## config.mk

```make
export PLATFORM = sky130hd
export DESIGN_NAME = unlock_cmd_decoder
export DESIGN_NICKNAME = d
export VERILOG_FILES = /design/src/rtl/ucd_pkg.sv /design/src/rtl/ucd_datapath.sv /design/src/rtl/ucd_control.sv /design/src/rtl/unlock_cmd_decoder.sv
export SDC_FILE = /design/constraint.sdc
export NUM_CORES = 1
export LEC_CHECK = 0
export BUFFER_PORTS_ARGS = -buffer_cell sky130_fd_sc_hd__buf_4
export CAP_MARGIN = 5
export CORE_MARGIN = 3
export CORE_UTILIZATION = 53
export DETAILED_ROUTE_END_ITERATION = 12
export PLACE_DENSITY = 0.85
export SLEW_MARGIN = 20
export SYNTH_ARGS = -nofsm -noshare
export SYNTH_HDL_FRONTEND = slang
export SYNTH_SLANG_ARGS = --single-unit
```

## constraint.sdc

```tcl
create_clock -name clk -period 3.15 [get_ports clk]
set_clock_uncertainty 0.15 [all_clocks]
set_input_delay 0.63 -clock clk [delete_from_list [all_inputs] [get_ports clk]]
set_output_delay 0.63 -clock clk [all_outputs]
set_load 0.01 [all_outputs]
```

## src/rtl/ucd_pkg.sv

```systemverilog
package ucd_pkg;

  localparam int CMP_W = 15;

  localparam logic [CMP_W-1:0] KEY_ADDR_A = 15'h5555;
  localparam logic [CMP_W-1:0] KEY_ADDR_B = 15'h2AAA;
  localparam logic [7:0] KEY_DATA_A = 8'hAA;
  localparam logic [7:0] KEY_DATA_B = 8'h55;

  localparam logic [7:0] OP_PAGE    = 8'hA0;
  localparam logic [7:0] OP_ID_IN   = 8'h90;
  localparam logic [7:0] OP_ID_OUT  = 8'hF0;
  localparam logic [7:0] OP_EXTEND  = 8'h80;
  localparam logic [7:0] OP_ERASE   = 8'h10;
  localparam logic [7:0] OP_UNLOCK  = 8'h20;
  localparam logic [7:0] OP_ID_ALT  = 8'h60;
  localparam logic [7:0] MAKER_CODE = 8'hBF;

  typedef enum logic [2:0] {
    SQ_IDLE,
    SQ_KEY1,
    SQ_KEY2,
    SQ_EXT1,
    SQ_EXT2,
    SQ_EXT3
  } seqState_t;

  typedef struct packed {
    logic takeLoad;
    logic idEnable;
  } dpStrobe_t;

endpackage

```

## src/rtl/ucd_datapath.sv

```systemverilog
module ucd_datapath
  import ucd_pkg::*;
#(
  parameter int          ADDR_W   = 18,
  parameter logic [7:0]  DEV_CODE = 8'h10
) (
  input  logic              clk,
  input  logic              rstN,
  input  logic              ceN,
  input  logic              weN,
  input  logic              oeN,
  input  logic [ADDR_W-1:0] wrAddr,
  input  logic [7:0]        wrData,
  input  logic [CMP_W-1:0]  rdAddr,
  input  dpStrobe_t         strobe,
  output logic              cycValid,
  output logic [ADDR_W-1:0] cycAddr,
  output logic [7:0]        cycData,
  output logic [ADDR_W-1:0] loadAddr,
  output logic [7:0]        loadData,
  output logic              idHit,
  output logic [7:0]        idData
);

  logic busActive;
  logic prevActive;

  // A write cycle is the overlap of both strobes low, with output drive off.
  assign busActive = !ceN && !weN && oeN;

  always_ff @(posedge clk or negedge rstN) begin
    if (!rstN) begin
      prevActive <= 1'b0;
      cycValid   <= 1'b0;
      cycAddr    <= '0;
      cycData    <= '0;
    end else begin
      prevActive <= busActive;
      cycValid   <= prevActive && !busActive;
      if (busActive && !prevActive) cycAddr <= wrAddr;
      if (busActive)                cycData <= wrData;
    end
  end

  always_ff @(posedge clk or negedge rstN) begin
    if (!rstN) begin
      loadAddr <= '0;
      loadData <= '0;
    end else if (strobe.takeLoad) begin
      loadAddr <= cycAddr;
      loadData <= cycData;
    end
  end

  logic lowWindow;
  assign lowWindow = (rdAddr[CMP_W-1:1] == '0);

  always_comb begin
    idHit  = strobe.idEnable && lowWindow;
    idData = 8'h00;
    if (idHit) idData = rdAddr[0] ? DEV_CODE : MAKER_CODE;
  end

endmodule

```

## src/rtl/ucd_control.sv

```systemverilog
module ucd_control
  import ucd_pkg::*;
#(
  parameter int GAP_CYCLES  = 32,
  parameter int BUSY_CYCLES = 24
) (
  input  logic             clk,
  input  logic             rstN,
  input  logic             cycValid,
  input  logic [CMP_W-1:0] cmpAddr,
  input  logic [7:0]       cycData,
  output dpStrobe_t        strobe,
  output logic             pageArm,
  output logic             byteLoad,
  output logic             pageCommit,
  output logic             eraseGo,
  output logic             protectOn,
  output logic             idMode,
  output logic             busy
);

  localparam int GAP_W  = (GAP_CYCLES > 2) ? $clog2(GAP_CYCLES) : 1;
  localparam int BUSY_W = $clog2(BUSY_CYCLES + 1);
  localparam logic [GAP_W-1:0]  GAP_LAST  = GAP_W'(GAP_CYCLES - 1);
  localparam logic [BUSY_W-1:0] BUSY_LOAD = BUSY_W'(BUSY_CYCLES);

  seqState_t state, stateNx;
  logic [GAP_W-1:0]  gapCnt, gapNx;
  logic [BUSY_W-1:0] busyCnt;
  logic loadOpen, openNx;
  logic protNx, idNx;
  logic armNx, loadNx, commitNx, eraseNx, blockNx;
  logic stray, take, atA, atB;

  assign busy = (busyCnt != '0);
  assign take = cycValid && !busy;
  assign atA  = (cmpAddr == KEY_ADDR_A);
  assign atB  = (cmpAddr == KEY_ADDR_B);

  always_comb begin
    stateNx  = state;
    gapNx    = gapCnt;
    openNx   = loadOpen;
    protNx   = protectOn;
    idNx     = idMode;
    armNx    = 1'b0;
    loadNx   = 1'b0;
    commitNx = 1'b0;
    eraseNx  = 1'b0;
    blockNx  = 1'b0;
    stray    = 1'b0;
    if (take) begin
      gapNx = '0;
      if (loadOpen) begin
        loadNx = 1'b1;
      end else begin
        unique case (state)
          SQ_IDLE: if (atA && cycData == KEY_DATA_A) stateNx = SQ_KEY1; else stray = 1'b1;
          SQ_KEY1: if (atB && cycData == KEY_DATA_B) stateNx = SQ_KEY2; else stray = 1'b1;
          SQ_KEY2: begin
            stateNx = SQ_IDLE;
            if (!atA) stray = 1'b1;
            else begin
              unique case (cycData)
                OP_PAGE: begin
                  protNx = 1'b1;
                  openNx = 1'b1;
                  armNx  = 1'b1;
                end
                OP_ID_IN:  idNx    = 1'b1;
                OP_ID_OUT: idNx    = 1'b0;
                OP_EXTEND: stateNx = SQ_EXT1;
                default:   stray   = 1'b1;
              endcase
            end
          end
          SQ_EXT1: if (atA && cycData == KEY_DATA_A) stateNx = SQ_EXT2; else stray = 1'b1;
          SQ_EXT2: if (atB && cycData == KEY_DATA_B) stateNx = SQ_EXT3; else stray = 1'b1;
          SQ_EXT3: begin
            stateNx = SQ_IDLE;
            if (!atA) stray = 1'b1;
            else begin
              unique case (cycData)
                OP_ERASE:  eraseNx = 1'b1;
                OP_UNLOCK: protNx  = 1'b0;
                OP_ID_ALT: idNx    = 1'b1;
                default:   stray   = 1'b1;
              endcase
            end
          end
          default: stray = 1'b1;
        endcase
        if (stray) begin
          stateNx = SQ_IDLE;
          if (protectOn) blockNx = 1'b1;
          else begin
            loadNx = 1'b1;
            openNx = 1'b1;
          end
        end
      end
    end else if (!cycValid && (loadOpen || state != SQ_IDLE)) begin
      if (gapCnt == GAP_LAST) begin
        gapNx   = '0;
        stateNx = SQ_IDLE;
        if (loadOpen) begin
          commitNx = 1'b1;
          openNx   = 1'b0;
        end
      end else begin
        gapNx = gapCnt + GAP_W'(1);
      end
    end
  end

  always_comb begin
    strobe.takeLoad = loadNx;
    strobe.idEnable = idMode;
  end

  always_ff @(posedge clk or negedge rstN) begin
    if (!rstN) begin
      state      <= SQ_IDLE;
      gapCnt     <= '0;
      busyCnt    <= '0;
      loadOpen   <= 1'b0;
      protectOn  <= 1'b0;
      idMode     <= 1'b0;
      pageArm    <= 1'b0;
      byteLoad   <= 1'b0;
      pageCommit <= 1'b0;
      eraseGo    <= 1'b0;
    end else begin
      state      <= stateNx;
      gapCnt     <= gapNx;
      loadOpen   <= openNx;
      protectOn  <= protNx;
      idMode     <= idNx;
      pageArm    <= armNx;
      byteLoad   <= loadNx;
      pageCommit <= commitNx;
      eraseGo    <= eraseNx;
      if (blockNx)      busyCnt <= BUSY_LOAD;
      else if (busy)    busyCnt <= busyCnt - BUSY_W'(1);
    end
  end

endmodule

```

## src/rtl/unlock_cmd_decoder.sv

```systemverilog
module unlock_cmd_decoder
  import ucd_pkg::*;
#(
  parameter int         ADDR_W      = 18,
  parameter logic [7:0] DEV_CODE    = 8'h10,
  parameter int         GAP_CYCLES  = 32,
  parameter int         BUSY_CYCLES = 24
) (
  input  logic              clk,
  input  logic              rstN,
  input  logic              ceN,
  input  logic              weN,
  input  logic              oeN,
  input  logic [ADDR_W-1:0] wrAddr,
  input  logic [7:0]        wrData,
  input  logic [14:0]       rdAddr,
  output logic              idHit,
  output logic [7:0]        idData,
  output logic              pageArm,
  output logic              byteLoad,
  output logic [ADDR_W-1:0] loadAddr,
  output logic [7:0]        loadData,
  output logic              pageCommit,
  output logic              eraseGo,
  output logic              protectOn,
  output logic              idMode,
  output logic              busy
);

  dpStrobe_t         strobe;
  logic              cycValid;
  logic [ADDR_W-1:0] cycAddr;
  logic [7:0]        cycData;

  ucd_datapath #(.ADDR_W(ADDR_W), .DEV_CODE(DEV_CODE)) u_dp (
    .clk(clk), .rstN(rstN), .ceN(ceN), .weN(weN), .oeN(oeN),
    .wrAddr(wrAddr), .wrData(wrData), .rdAddr(rdAddr), .strobe(strobe),
    .cycValid(cycValid), .cycAddr(cycAddr), .cycData(cycData),
    .loadAddr(loadAddr), .loadData(loadData), .idHit(idHit), .idData(idData)
  );

  ucd_control #(.GAP_CYCLES(GAP_CYCLES), .BUSY_CYCLES(BUSY_CYCLES)) u_ctl (
    .clk(clk), .rstN(rstN), .cycValid(cycValid),
    .cmpAddr(cycAddr[CMP_W-1:0]), .cycData(cycData), .strobe(strobe),
    .pageArm(pageArm), .byteLoad(byteLoad), .pageCommit(pageCommit),
    .eraseGo(eraseGo), .protectOn(protectOn), .idMode(idMode), .busy(busy)
  );

endmodule

```

After elaboration in Yosys (flattened, before gate mapping). Index checks and enable logic that the tools add are counted.

Register bits after elaboration: 74. Latch bits: 0. Bits in writable memories: 0. Memory bits (read-only): 0. Bits of input ports: 46. Output and inout port bits: 42. Word-level logic and storage cells: 146. Memories: 0.

Add/sub/neg operators: 2. Multipliers: 0. Divide/modulo/power cells: 0. Order comparisons: 0. Eq/ne operators: 29. Shift-type cells: 0. Mux-type cells: 66. Bitwise gates (word level): 1. Reduce and logical (&&, ||, !) cells: 32.

Operators with widths (count): $mux 1 (43); $eq 8x8->1 const B (5); $mux 3 (10); $mux 5 (5); $pmux 3 s6 (1); $eq 8x7->1 const B (2); $mux 8 (2); $ne 4x4->1 const B (4); $eq 15x14->1 const B (1); $eq 15x15->1 const B (1); $logic_not 14->1 (1); $reduce_and 7->1 (2); $ne 2x1->1 const B (5); $logic_and 1x1->1 (9); $eq 8x5->1 const B (1); $eq 8x6->1 const B (1); $ne 8x8->1 const B (1); $reduce_and 8->1 (1); $reduce_bool 2->1 (4); $eq 3x2->1 const B (2); $eq 3x3->1 const B (2); $logic_not 1->1 (6); $pmux 1 s2 (3); $add 5x1->5 const B (1); 16 further kinds (17).

Depth between registers and ports, before layout.
Word-level depth: 11. Mapped depth: 8. Mapped depth without buffers: 8.

Hierarchy. From an unflattened synthesis, not the netlist that was laid out.

Cells, all modules: 296. Area, all modules: 3632.2 um^2.

By module, submodules not included: ucd_datapath (times used 1, cells an instance 129, area each 2112.0 um^2, sequential area each 1351.3 um^2); ucd_control (times used 1, cells an instance 167, area each 1520.2 um^2, sequential area each 500.5 um^2).

Worst setup path after synthesis. No wires, ideal clock.

Path kind: input to output. From: input rdAddr[3]. To: output idData[1]. Arrival time: 1.764 ns. Required time: 2.370 ns. Slack: 0.606 ns. Stages: 4. Path buffers: 1. Cell sequence: nor4b_1 and4_1 nor2b_1 buf_4.

Word-level cells in the longest chain between the ends: 3.

RTL lines: start, declared (line unlock_cmd_decoder.sv:16) `input logic [14:0] rdAddr,`; $logic_not 14->1 (line ucd_datapath.sv:56) `assign lowWindow = (rdAddr[CMP_W-1:1] == '0);`; $logic_and 1x1->1 (line ucd_datapath.sv:59) `idHit = strobe.idEnable && lowWindow;`; net idHit (line unlock_cmd_decoder.sv:17) `output logic idHit,`; $mux 8 (line ucd_datapath.sv:61) `if (idHit) idData = rdAddr[0] ? DEV_CODE : MAKER_CODE;`; end, declared (line unlock_cmd_decoder.sv:18) `output logic [7:0] idData,`.

The timed path passes the listed nets, and every way through them passes these cells.

Final worst setup path.
From: register u_dp.cycAddr[0]. To: register u_dp.loadData[0].

Word-level cells in the longest chain between the ends: 9. Elaborated cells on any way between the ends: 14. Classes of those cells: eq/ne: 2; mux: 10; reduce/logical: 2.

RTL lines: start, declared (line ucd_datapath.sv:17) `output logic [ADDR_W-1:0] cycAddr,`; start signal, assigned (line ucd_datapath.sv:40) `if (busActive && !prevActive) cycAddr <= wrAddr;`; $eq 15x14->1 or $eq 15x15->1 (tied branches) (line ucd_control.sv:38, ucd_control.sv:37); $logic_and 1x1->1 (on tied branches); $mux 1 (on tied branches); $pmux 1 s4 * (line ucd_control.sv:57) `unique case (state)`; $mux 1 * (line ucd_control.sv:54) `if (loadOpen) begin`; $mux 1 * (line ucd_control.sv:52) `if (take) begin`; $mux 1 * (line ucd_control.sv:93) `if (stray) begin`; $mux 1 * (line ucd_control.sv:54); $mux 1 * (line ucd_control.sv:52); end signal, assigned (line ucd_datapath.sv:51) `loadData <= cycData;`; end, declared (line ucd_datapath.sv:20) `output logic [7:0] loadData,`.

Mark *: on every way between the ends. The rest lies on a longest branch, timed or not. The select of a mux whose other input is x is not followed. A chain may end at the register's enable or synchronous reset.

==> report_table.html <==
<table>
<tr><th>Metric</th><th>Value</th></tr>
<tr><th colspan="2">Timing</th></tr>
<tr><td>Maximum clock frequency</td><td>0.369 GHz</td></tr>
<tr><td>Hold Vio Cnt, Final</td><td>0</td></tr>
<tr><td>Max_slew headroom</td><td>0.392</td></tr>
<tr><td>Total Neg Setup Slack</td><td>0 ps</td></tr>
<tr><td>Hold Slack</td><td>239 ps</td></tr>
<tr><td>Ratio of final minimum period to clock period</td><td>0.861</td></tr>
<tr><td>Unrepaired setup endpoints after global routing</td><td>no</td></tr>
<tr><td>Count of final setup violators</td><td>0</td></tr>
<tr><td>Slew at the pin closest to its max-slew limit</td><td>912 ps</td></tr>
<tr><td>Max-slew violations</td><td>0</td></tr>
<tr><td>Time the worst path needs with I/O delays and setup</td><td>2710 ps</td></tr>
<tr><th colspan="2">Floorplanning</th></tr>
<tr><td>Die Y</td><td>87.3 µm</td></tr>
<tr><td>Count of standard-cell rows</td><td>29</td></tr>
<tr><td>Initial cell density of the core</td><td>0.549</td></tr>
<tr><td>Number of I/O pins</td><td>88</td></tr>
<tr><td>Placeable core area</td><td>0.00639 mm²</td></tr>
<tr><td>Die Footprint</td><td>0.00763 mm²</td></tr>
<tr><td>Chip width</td><td>87.3 µm</td></tr>
<tr><th colspan="2">Critical path</th></tr>
<tr><td>Worst R2R Start</td><td>u_dp.cycAddr[0]</td></tr>
<tr><td>Biggest fanout along the worst timing path</td><td>20</td></tr>
<tr><td>CP Capture Type</td><td>register</td></tr>
<tr><td>Worst path cell trace</td><td>nor4bb_1 -&gt; nand4_1 -&gt; o32ai_1 -&gt; a21oi_1 -&gt; o31ai_4 -&gt; buf_4 -&gt; mux2_2</td></tr>
<tr><td>CP startpoint</td><td>u_dp.cycAddr[0]</td></tr>
<tr><td>Stage delay of the slowest cell on the critical path</td><td>420 ps</td></tr>
<tr><td>Total buffers and inverters traversed by the critical path</td><td>1</td></tr>
<tr><td>Capturing point of the worst reg2reg path</td><td>u_dp.loadData[0]</td></tr>
<tr><td>Worst EP arrival</td><td>2780 ps</td></tr>
<tr><td>Startpoint type of the worst setup path</td><td>register</td></tr>
<tr><td>Critical path type</td><td>reg2reg</td></tr>
<tr><td>Required time at the endpoint of the critical path</td><td>3220 ps</td></tr>
<tr><td>CP top delay family</td><td>compound AO/OA/AOI/OAI gates</td></tr>
<tr><td>Depth of the most critical reg-to-reg path</td><td>7</td></tr>
<tr><td>Capture point of the worst path</td><td>u_dp.loadData[0]</td></tr>
<tr><td>Number of logic stages on the critical path including buffering</td><td>7</td></tr>
<tr><td>Highest-delay cell along the critical path</td><td>sky130_fd_sc_hd__nor4bb_1</td></tr>
<tr><td>Minimum setup slack among reg-to-reg paths</td><td>440 ps</td></tr>
<tr><th colspan="2">Outcome</th></tr>
<tr><td>Outcome</td><td>complete, no violations</td></tr>
<tr><th colspan="2">Route</th></tr>
<tr><td>Average vias per placed instance</td><td>5.58</td></tr>
<tr><td>Total iterations of the first detailed-routing run</td><td>4</td></tr>
<tr><td>Final WL</td><td>7420 µm</td></tr>
<tr><td>Number of remaining DRC errors</td><td>0</td></tr>
<tr><td>Post-DRT Antenna Nets</td><td>0</td></tr>
<tr><td>Routed wire per std cell</td><td>16.4 µm</td></tr>
<tr><td>Initial DRC count</td><td>210</td></tr>
<tr><td>Routed vias</td><td>2,528</td></tr>
<tr><th colspan="2">Synth</th></tr>
<tr><td>Post-synth cell types</td><td>52</td></tr>
<tr><td>Post-synth EDFFs</td><td>0</td></tr>
<tr><td>Gate Count Post-Synth</td><td>287</td></tr>
<tr><td>Post-synth net total</td><td>336</td></tr>
<tr><td>Number of warnings issued by yosys</td><td>0</td></tr>
<tr><td>Synth async-reset ratio</td><td>1.00</td></tr>
<tr><td>Register bit total from synthesis</td><td>74</td></tr>
<tr><td>Avg Synthesized Cell Area</td><td>12.2 µm²</td></tr>
<tr><td>Netlist Area Pre-Place</td><td>0.00351 mm²</td></tr>
<tr><td>Post-synthesis sequential area ratio</td><td>0.528</td></tr>
<tr><td>Ys flop type</td><td>sky130_fd_sc_hd__dfrtp_1</td></tr>
<tr><th colspan="2">GRT</th></tr>
<tr><td>Overall overflow remaining after global route</td><td>0</td></tr>
<tr><td>Number of global-route vias before repair</td><td>2,539</td></tr>
<tr><td>First-pass GRT wire length</td><td>12,200 µm</td></tr>
<tr><td>All-layer global routing usage</td><td>0.206</td></tr>
<tr><td>Antenna violations before repair</td><td>0</td></tr>
<tr><td>Maximum number of pins on one net before global-route repair</td><td>75</td></tr>
<tr><th colspan="2">Pwr</th></tr>
<tr><td>Net Sw Frac</td><td>0.296</td></tr>
<tr><td>Net switching power</td><td>784 µW</td></tr>
<tr><td>Internal power</td><td>1.86 mW</td></tr>
<tr><td>Power density normalized to cell area</td><td>612 mW/mm²</td></tr>
<tr><td>P_leak</td><td>2.03 nW</td></tr>
<tr><td>Sequential fraction of design power</td><td>0.509</td></tr>
<tr><td>Maximum ir drop on the vdd rail</td><td>0.409 mV</td></tr>
<tr><td>Clock power share</td><td>0.251</td></tr>
<tr><td>Logic gate share of total power</td><td>0.241</td></tr>
<tr><th colspan="2">Placed design</th></tr>
<tr><td>Post-detailed-placement half-perimeter wirelength</td><td>5390 µm</td></tr>
<tr><td>Total of buffers placed on input and output ports</td><td>86</td></tr>
<tr><td>Instance count after placement with tap cells included</td><td>437</td></tr>
<tr><td>Final Wtd Congestion</td><td>0.881</td></tr>
<tr><th colspan="2">Finish</th></tr>
<tr><td>Inserted Diodes</td><td>0</td></tr>
<tr><td>Area growth from synthesis to layout</td><td>23.4%</td></tr>
<tr><td>Final-stage net count</td><td>420</td></tr>
<tr><td>Util after Layout</td><td>0.677</td></tr>
<tr><td>Leading cell type in the layout, fill and taps excluded</td><td>sky130_fd_sc_hd__buf_4</td></tr>
<tr><td>Fraction of layout instances using a drive strength above 1</td><td>0.460</td></tr>
<tr><td>Commonest non-fill, non-tap cells in the layout</td><td>sky130_fd_sc_hd__buf_4, sky130_fd_sc_hd__dfrtp_1, sky130_fd_sc_hd__mux2_2</td></tr>
<tr><td>FILL cells</td><td>471</td></tr>
<tr><td>Number of non-filler instances in the completed layout</td><td>453</td></tr>
<tr><th colspan="2">Clock network</th></tr>
<tr><td>Inserted Clock Buffers</td><td>9</td></tr>
<tr><td>Latest clock arrival within the worst-skew pair</td><td>340 ps</td></tr>
<tr><td>Post CTS Setup Buffer Count</td><td>0</td></tr>
<tr><td>TritonCTS clock tree</td><td>yes</td></tr>
<tr><td>Longest Clk Path Bufs</td><td>2</td></tr>
<tr><td>Total number of clock tree sinks</td><td>74</td></tr>
<tr><td>Number of levels in the clock H-tree</td><td>3</td></tr>
<tr><td>Number of hold-repair buffers added at the cts stage</td><td>0</td></tr>
<tr><td>Root Buffer Master</td><td>sky130_fd_sc_hd__clkbuf_8</td></tr>
<tr><td>Clk slew on worst S/H paths</td><td>80 ps</td></tr>
<tr><td>Number of gates resized after cts</td><td>0</td></tr>
<tr><th colspan="2">Worst hold path</th></tr>
<tr><td>Class of the tightest hold or removal check</td><td>in2async</td></tr>
<tr><th colspan="2">Flow run</th></tr>
<tr><td>Number of violations of the max-capacitance limit</td><td>0</td></tr>
</table>
==> logic make-up after synthesis <==
| logic type | after synthesis | synth area share |
|---|---|---|
| AND/OR/NAND/NOR | 92 | 0.168 |
| flip-flops | 74 | 0.528 |
| multiplexers | 54 | 0.173 |
| AO/OA/AOI/OAI | 38 | 0.0707 |
| buffers and inverters | 24 | 0.0460 |
| adder cells (fa/ha/maj) | 3 | 0.0107 |
| other | 1 | 0.00107 |
| XOR/XNOR | 1 | 0.00250 |
==> power by group through the flow <==
stage	Sequential (mW)	Combinational [mW]	Clock (mW)
floorplan	1.36	0.307	0
global placement	1.35	0.620	0
detailed placement	1.36	0.645	0
CTS	1.34	0.648	0.678
global route	1.38	0.696	0.723
finish	1.35	0.637	0.663
==> layout make-up <==
class                   count  area (µm²)  area share
clock buffers              11         141      0.0327
clock inverters             5        37.5     0.00868
inverters                   6        22.5     0.00521
multi-input cells         189        1490       0.345
flip-flops and latches     74        1850       0.428
well taps                  77        96.3      0.0223
repair buffers             91         683       0.158
==> metal layers <==
layer | up-vias | global-route usage | part of all wire
met5 | - | 0 | 0
met4 | 0 | 0.0628 | 0.013
met3 | 9 | 0.0634 | 0.079
met2 | 88 | 0.347 | 0.50
met1 | 1227 | 0.253 | 0.41
li1 | 1204 | - | -
==> stage by stage <==
| step | cell area [µm²] | power, mW | setup slack [ps] |
|---|---|---|---|
| floorplan | 3510 | 1.66 | 606 |
| global placement | 4150 | 1.97 | 584 |
| detailed placement | 4150 | 2.00 | 505 |
| CTS | 4330 | 2.67 | 466 |
| global route | 4330 | 2.80 | 339 |
| finish | 4330 | 2.65 | 439 |
==> state kept, by name, summed over array words and instances (netlist names), 3 cells and up <==
signal,cells
u_ctl.state,3
u_dp.cycAddr,18
u_dp.loadData,8
u_dp.cycData,8
u_ctl.busyCnt,5
u_ctl.gapCnt,5
u_dp.loadAddr,18
==> worst min path at each step <==
stage,to,depth (start not counted),startpoint,slack [ps]
after detailed placement,u_dp.cycAddr[17],1,u_dp.cycAddr[17],340
after floorplan,u_ctl.busyCnt[0],0,rstN,180
after global routing,u_dp.loadAddr[3],1,rstN,320
after global placement,u_dp.cycValid,1,u_dp.prevActive,330
final,u_ctl.gapCnt[3],1,rstN,240
after CTS,u_dp.loadData[3],1,rstN,300
==> worst register-to-register path, cell delays in order, from the launching register on <==
cell	delay (ps)
sky130_fd_sc_hd__dfrtp_1	410
sky130_fd_sc_hd__nor4bb_1	420
sky130_fd_sc_hd__nand4_1	200
sky130_fd_sc_hd__o32ai_1	310
sky130_fd_sc_hd__a21oi_1	160
sky130_fd_sc_hd__o31ai_4	250
sky130_fd_sc_hd__buf_4	310
sky130_fd_sc_hd__mux2_2	380
==> synth_stat cells, drive strengths merged (3+ instances only) <==
cell type | instances | area share
nor2b | 7 | 0.012
ha | 3 | 0.011
inv | 6 | 0.0064
nand3b | 3 | 0.0064
clkbuf | 4 | 0.0071
mux2 | 53 | 0.17
a21oi | 10 | 0.014
nand4 | 6 | 0.011
nor3b | 5 | 0.012
nand3 | 4 | 0.0057
dfrtp | 74 | 0.53
o31ai | 4 | 0.012
and3 | 4 | 0.0075
buf | 14 | 0.032
a21o | 4 | 0.0086
nor4 | 3 | 0.0096
nor2 | 16 | 0.017
nor4bb | 4 | 0.011
a31oi | 3 | 0.0054
nand2 | 14 | 0.015
and4bb | 3 | 0.011
and2 | 5 | 0.0093
nor3 | 4 | 0.0057
o21ai | 12 | 0.017
(Power assumes the default switching activity.)
